## config.mk

```make
export PLATFORM = sky130hd
export DESIGN_NAME = vec_irq_ctrl
export DESIGN_NICKNAME = d
export VERILOG_FILES = /design/src/rtl/vic_pkg.sv /design/src/rtl/vic_capture.sv /design/src/rtl/vic_enable.sv /design/src/rtl/vic_prio.sv /design/src/rtl/vec_irq_ctrl.sv
export SDC_FILE = /design/constraint.sdc
export NUM_CORES = 1
export LEC_CHECK = 0
export CAP_MARGIN = 20
export CORE_ASPECT_RATIO = 0.8
export CORE_MARGIN = 5
export CORE_UTILIZATION = 45
export CTS_CLUSTER_SIZE = 16
export DETAILED_ROUTE_END_ITERATION = 8
export HOLD_SLACK_MARGIN = 0.12
export PLACE_DENSITY_LB_ADDON = 0.25
export REMOVE_ABC_BUFFERS = 1
export SYNTH_ARGS = -nofsm -noshare
export SYNTH_HDL_FRONTEND = slang
export SYNTH_SLANG_ARGS = --single-unit
```

## constraint.sdc

```tcl
create_clock -name clk -period 2.2 [get_ports clk]
set_input_delay 0.22 -clock clk [delete_from_list [all_inputs] [get_ports clk]]
set_output_delay 0.22 -clock clk [all_outputs]
set_load 0.01 [all_outputs]
```

## src/rtl/vic_pkg.sv

```systemverilog
package vic_pkg;
  localparam int unsigned DW = 32;
  localparam int unsigned AW = 3;

  typedef enum logic [AW-1:0] {
    OFS_STAT   = 3'd0,
    OFS_PEND   = 3'd1,
    OFS_ENA    = 3'd2,
    OFS_ACK    = 3'd3,
    OFS_SETE   = 3'd4,
    OFS_CLRE   = 3'd5,
    OFS_VEC    = 3'd6,
    OFS_MASTER = 3'd7
  } ofs_e;
endpackage

```

## src/rtl/vic_capture.sv

```systemverilog
module vic_capture #(
  parameter int unsigned N = 32,
  parameter logic [N-1:0] EDGE_MASK = '0
) (
  input  logic         clk,
  input  logic         rst_n,
  input  logic [N-1:0] src_i,
  input  logic [N-1:0] ack_i,
  output logic [N-1:0] status_o
);
  for (genvar i = 0; i < N; i++) begin : g_src
    logic hit;
    if (EDGE_MASK[i]) begin : g_edge
      logic last_q;
      always_ff @(posedge clk) begin
        if (!rst_n) last_q <= 1'b0;
        else        last_q <= src_i[i];
      end
      assign hit = src_i[i] & ~last_q;
    end else begin : g_level
      assign hit = src_i[i];
    end

    // capture has priority over a same-cycle acknowledge
    always_ff @(posedge clk) begin
      if (!rst_n)     status_o[i] <= 1'b0;
      else if (hit)   status_o[i] <= 1'b1;
      else if (ack_i[i]) status_o[i] <= 1'b0;
    end
  end
endmodule

```

## src/rtl/vic_enable.sv

```systemverilog
module vic_enable #(
  parameter int unsigned N = 32
) (
  input  logic         clk,
  input  logic         rst_n,
  input  logic         load_i,
  input  logic         set_i,
  input  logic         clr_i,
  input  logic [N-1:0] data_i,
  output logic [N-1:0] en_o
);
  always_ff @(posedge clk) begin
    if (!rst_n)      en_o <= '0;
    else if (load_i) en_o <= data_i;
    else if (set_i)  en_o <= en_o | data_i;
    else if (clr_i)  en_o <= en_o & ~data_i;
  end
endmodule

```

## src/rtl/vic_prio.sv

```systemverilog
module vic_prio #(
  parameter int unsigned N = 32,
  localparam int unsigned IW = (N > 1) ? $clog2(N) : 1
) (
  input  logic [N-1:0]  pend_i,
  output logic          any_o,
  output logic [IW-1:0] idx_o
);
  always_comb begin
    idx_o = '0;
    // scan downward so the lowest set index is assigned last
    for (int i = N - 1; i >= 0; i--) begin
      if (pend_i[i]) idx_o = IW'(i);
    end
    any_o = |pend_i;
  end
endmodule

```

## src/rtl/vec_irq_ctrl.sv

```systemverilog
module vec_irq_ctrl
  import vic_pkg::*;
#(
  parameter int unsigned N = 32,
  parameter logic [N-1:0] EDGE_MASK = 32'hFFFF_0000
) (
  input  logic          clk,
  input  logic          rst_n,
  input  logic [N-1:0]  src_i,
  input  logic          bus_wr,
  input  logic [AW-1:0] bus_addr,
  input  logic [DW-1:0] bus_wdata,
  output logic [DW-1:0] bus_rdata,
  output logic          irq_o
);
  localparam int unsigned IW = (N > 1) ? $clog2(N) : 1;

  ofs_e          ofs;
  logic [N-1:0]  wmask;
  logic [N-1:0]  ack_m;
  logic [N-1:0]  status_q;
  logic [N-1:0]  en_q;
  logic [N-1:0]  pend;
  logic [1:0]    master_q;
  logic          any_pend;
  logic [IW-1:0] top_idx;
  logic [DW-1:0] vec_rd;

  assign ofs   = ofs_e'(bus_addr);
  assign wmask = bus_wdata[N-1:0];
  assign ack_m = (bus_wr && ofs == OFS_ACK) ? wmask : '0;

  vic_capture #(.N(N), .EDGE_MASK(EDGE_MASK)) u_cap (
    .clk      (clk),
    .rst_n    (rst_n),
    .src_i    (src_i),
    .ack_i    (ack_m),
    .status_o (status_q)
  );

  vic_enable #(.N(N)) u_ena (
    .clk    (clk),
    .rst_n  (rst_n),
    .load_i (bus_wr && ofs == OFS_ENA),
    .set_i  (bus_wr && ofs == OFS_SETE),
    .clr_i  (bus_wr && ofs == OFS_CLRE),
    .data_i (wmask),
    .en_o   (en_q)
  );

  assign pend = status_q & en_q;

  vic_prio #(.N(N)) u_prio (
    .pend_i (pend),
    .any_o  (any_pend),
    .idx_o  (top_idx)
  );

  always_ff @(posedge clk) begin
    if (!rst_n)                         master_q <= 2'b00;
    else if (bus_wr && ofs == OFS_MASTER) master_q <= bus_wdata[1:0];
  end

  assign vec_rd = any_pend ? DW'(top_idx) : '1;
  assign irq_o  = master_q[0] & any_pend;

  always_comb begin
    unique case (ofs)
      OFS_STAT:   bus_rdata = DW'(status_q);
      OFS_PEND:   bus_rdata = DW'(pend);
      OFS_ENA:    bus_rdata = DW'(en_q);
      OFS_VEC:    bus_rdata = vec_rd;
      OFS_MASTER: bus_rdata = DW'(master_q);
      default:    bus_rdata = '0;
    endcase
  end
endmodule

```

# Word-level counts from Yosys, hierarchy flattened
# Index checks and enable logic that the tools add are counted.
[totals]
latchBits = 0
elab_cells = 236
out_inout_bits = 33
register_bits = 82
inputBits = 70
rom_bits = 0
n_memories = 0
ramBits = 0
[classes]
mul = 0
n_reduce_logical = 40
eq_ne = 7
add_sub_neg = 0
n_lt_le_gt_ge = 0
n_bitwise = 37
shift = 0
n_div = 0
n_mux = 102
[op_table]
columns = ["operator", "count"]
rows = [
  ["2-to-1 mux 32 bit", 5],
  ["2-to-1 mux 5 bit", 32],
  ["one-hot mux 32 bit (5 select lines)", 1],
  ["bitwise AND 32 bit", 2],
  ["2-to-1 mux 1 bit", 64],
  ["nonzero test 2 bit", 32],
  ["NOT 32 bit", 1],
  ["OR 32 bit", 1],
  ["OR reduction 32 bit", 1],
  ["bitwise AND 1 bit", 17],
  ["NOT 1 bit", 16],
  ["equality test 3 bit, second input constant", 4],
  ["equality test 3 x 2 -> 1 bit, second input constant", 2],
  ["logical AND 1 bit", 5],
  ["equality test 3 x 1 -> 1 bit, second input constant", 1],
  ["zero test 3 bit", 1],
  ["nonzero test 3 bit", 1],
]

# Logic depth before layout (Yosys ltp)
[logic_depth]
word_depth = 35
depth_mapped = 7
mapped_depth_nobuf = 5

# Hierarchy
# From an unflattened synthesis, not the netlist that was laid out.
[unflattened]
hier_cells = 616
area_unflattened_um2 = 5109.9
[by_module_without_submodules]
columns = ["mod", "area_per_inst_um2", "seq_area_each_um2", "instances", "cells_each"]
rows = [
  ["vic_capture", 1646.6, 960.9, 1, 149],
  ["vic_enable", 1566.5, 640.6, 1, 174],
  ["vec_irq_ctrl", 1511.4, 40.0, 1, 228],
  ["vic_prio", 385.4, 0.0, 1, 65],
]

# Worst setup path before layout
# OpenSTA, ideal clock, no wires.
[synth_timing]
path_type = "flip-flop to output port"
startpoint = "register u_cap.status_o[9]"
endpoint = "output port bus_rdata[0]"
required_ns = 1.980
stages_incl_launch_ff = 6
path_slack_ns = 0.556
n_path_buf = 0
t_arrival_ns = 1.424
path_cell_list = "dfxtp_1 -> nand2_1 -> a32o_1 -> a222oi_1 -> nor2_1 -> o311ai_1"
[synth_via]
elab_chain_cells = 13
word_cells_on_any_way = 14
classes_between = "mux: 12; bitwise: 1; reduce/logical: 1"
[synth_rtl]
columns = ["item", "line", "rtl"]
rows = [
  ["from (decl)", "vic_capture.sv:9", "output logic [N-1:0] status_o"],
  ["from (signal, indexed assignment)", "vic_capture.sv:26", "if (!rst_n) status_o[i] <= 1'b0;"],
  ["from (signal, indexed assignment)", "vic_capture.sv:27", "else if (hit) status_o[i] <= 1'b1;"],
  ["from (signal, indexed assignment)", "vic_capture.sv:28", "else if (ack_i[i]) status_o[i] <= 1'b0;"],
  ["bitwise AND 32 bit *", "vec_irq_ctrl.sv:51", "assign pend = status_q & en_q;"],
  ["2-to-1 mux 5 bit (10 in a row)", "vic_prio.sv:13", "if (pend_i[i]) idx_o = IW'(i);"],
  ["2-to-1 mux 32 bit *", "vec_irq_ctrl.sv:64", "assign vec_rd = any_pend ? DW'(top_idx) : '1;"],
  ["one-hot mux 32 bit (5 select lines) *", "vec_irq_ctrl.sv:68", "unique case (ofs)"],
  ["to (decl)", "vec_irq_ctrl.sv:13", "output logic [DW-1:0] bus_rdata,"],
]
# Every way passes the cells marked *; elsewhere a longest branch is shown, timed or not.

# Final worst setup path
[layout_timing]
startpoint = "register u_cap.status_o[5]"
endpoint = "output port bus_rdata[1]"
[layout_via]
elab_chain_cells = 9
word_cells_on_any_way = 10
classes_between = "mux: 8; bitwise: 1; reduce/logical: 1"
[layout_rtl]
columns = ["item", "line"]
rows = [
  ["bitwise AND 32 bit *", "vec_irq_ctrl.sv:51"],
  ["2-to-1 mux 5 bit (6 in a row)", "vic_prio.sv:13"],
  ["2-to-1 mux 32 bit *", "vec_irq_ctrl.sv:64"],
  ["one-hot mux 32 bit (5 select lines) *", "vec_irq_ctrl.sv:68"],
]
# Marked as above.

==> run metrics <==
status finished with violations; failing checks negative setup slack; Least-Margin Pin Slew 0.6694 ns; RSZ-0062 raised after global routing yes; Total GRT Usage 0.2638; Max Cap Viol 0; CP endpoint bus_rdata[1]; DIE AREA 11,900 sq um; sequential element share of the synthesized area 0.3721; clk buf depth 2; Yosys top cell area share 0.3721; worst hold-check path type input port to flop; initial antenna violation count 0; mapped cell area 4412 sq um; drt pass-1 iters 5; Final Util 0.7065; layout cells sized above 1 0.2869; fin. max-slew vios 0; largest stage delay on the critical path 0.36 ns; H-tree depth 3; most frequent cell after synthesis dfxtp_1; drc violations 0; first-pass GRT wire length 25.22 mm; Ports 103; warnings from Yosys 0; Post-synth EDFFs 0; Setup crit start u_cap.status_o[5]$_SDFFE_PN0P_; Placeable Area 9609 sq um; total negative setup slack -1.321 ns; ANT nets after route 0; CTS Hold Buffers Added 0; final worst path period share 1.057; Post-Route Skew 0.006303 ns; worst path cell trace a22oi_2 > nand2_2 > nor3_4 > nand4b_4 > buf_12 > buf_16 > o311ai_4 > buf_2; critical path required time 1.98 ns; GP Congestion 0.8788; WS Path Type flop to output pin; Primary FF master, synth dfxtp_1; NumNets Final 806; DRT iter0 DRCs 405; starting density of the core 0.4591; largest net degree at the start of global routing 51; num rows 32; dpl hpwl 10.90 mm; area leader, netlist dfxtp_1; R2R Setup Slk 1.25 ns; Seq cells post-synth 82; Power Density 591.8 nW/um^2; critical path data arrival time 2.11 ns; CTS Buf Count 9; most instantiated cells after synthesis dfxtp_1 (82), nand2_1 (77), nor2b_1 (66), a32oi_1 (49), a21oi_1 (39); Worst path slowest cell dfxtp_1; DR WL/cell 18.62 um; DIE WIDTH 120.7 um; CTS Root Cell clkbuf_16; Cell Area, Placed 6192 sq um; antenna fix cells 0; crit path time final 2.325 ns; post-synthesis cell count 548; crit end category output pin; final wirelength 15.98 mm; P_leak 2.729 nW; CTS tree built; I/O Buffers 102; vias 4,986; synth-to-layout area growth 53.89%; Peak VDD IR 0.0004147 V; clk sink count 82; Reg2Reg Depth 4; Cell variety after synth 45; vias in the first global route 4,959; critical path peak fanout 5; Die Y 98.56 um; Vias/cell 5.811; startpoint types flop; Final WS setup -0.1253 ns; ranking of synthesized cells by area dfxtp_1 (37%), a32oi_1 (9.7%), nor2b_1 (9.4%), nand2_1 (6.6%), a21oi_1 (4.4%); Slew Limit Headroom 0.5537; fillcell total 757; final setup fails 21; hold_ws 0.4431 ns; mean post-synth cell area 8.051 sq um; grt ovf 0; Final Hold Vio Count 0; clock transition at the registers of the reported paths 0.06 ns; final instance area 6789 sq um; asr flop ratio synth 0; Clock Latency Late Sink 0.34 ns; achievable clock frequency 430.0 MHz; Place WS -0.3398 ns
cells by family after synthesis:
kind of cell / share of synthesized area
AO/OA/AOI/OAI: 0.3256
buffers and inverters: 0.05502
flip-flops: 0.3721
AND/OR/NAND/NOR: 0.2473
worst min-delay path by stage:
stage,from,slack (ns),cells after the start,endpoint
floorplan,rst_n,0.34,1,u_cap.status_o[10]$_SDFFE_PN0P_
detailed placement,master_q[1]$_SDFFE_PN0P_,0.46,2,master_q[1]$_SDFFE_PN0P_
global route,rst_n,0.45,2,u_cap.status_o[7]$_SDFFE_PN0P_
global placement,master_q[1]$_SDFFE_PN0P_,0.46,2,master_q[1]$_SDFFE_PN0P_
CTS,rst_n,0.43,2,u_cap.status_o[10]$_SDFFE_PN0P_
finish,rst_n,0.44,2,u_cap.status_o[9]$_SDFFE_PN0P_
power by group:
part           internal [mW]  switching (mW)  total (mW)
Clock                  0.924           0.588        1.51
Sequential              1.56          0.0583        1.62
Combinational          0.463           0.421       0.884
critical path, delay by kind of cell, from the launching register on:
kind / cells / cell delay (ns)
AOI/OAI and AO/OA: 2 / 0.31
and+or+nand+nor: 3 / 0.58
buffers and inverters: 3 / 0.50
DFF: 1 / 0.36
layout make-up:
type	instances	area (sq um)	share of cell area
Tap cell	119	148.9	0.02193
Clock inverter	3	40.04	0.005898
Clock buffer	11	252.7	0.03723
Timing Repair Buffer	216	1853	0.2729
Inverter	18	67.56	0.009952
Multi-Input combinational cell	409	2776	0.4090
Sequential cell	82	1650	0.2431
cell usage in the layout (no fill, tap or decap), drive strengths merged, types with 6 or more instances in the layout:
cell           synthesis  routed
buf                   15     145
dfxtp                 82      82
nand2                 77      77
clkdlybuf4s50          0      68
nor2b                 66      66
a32oi                 49      49
o21ai                 46      46
a21oi                 40      40
a22oi                 26      26
inv                   18      18
o21a                  17      17
and2                  16      16
nand2b                16      16
clkbuf                24      13
a22o                   8       8
nor2                   8       8
nand3                  6       6
metal layers:
metal  share of wire  vias up  track usage
met4           0.015        0      0.07143
met2            0.47      200       0.4169
met5               0        -            0
li1                -     2383            -
met3           0.074       25      0.07917
met1            0.44     2378       0.3521
what timing repair did:
action	4_1_cts	5_1_grt
buffers inserted	7	7
pin swaps	4	16
cloned	3	0
setup endpoints to repair	33	33
resized for setup	152	53
stage by stage:
step / total power [mW] / instances
floorplan: 1.944 / 509
global placement: 2.435 / 830
detailed placement: 2.454 / 830
CTS: 3.974 / 854
global route: 4.175 / 858
finish: 4.018 / 858
Note: power is estimated with default switching activity, not from simulation.
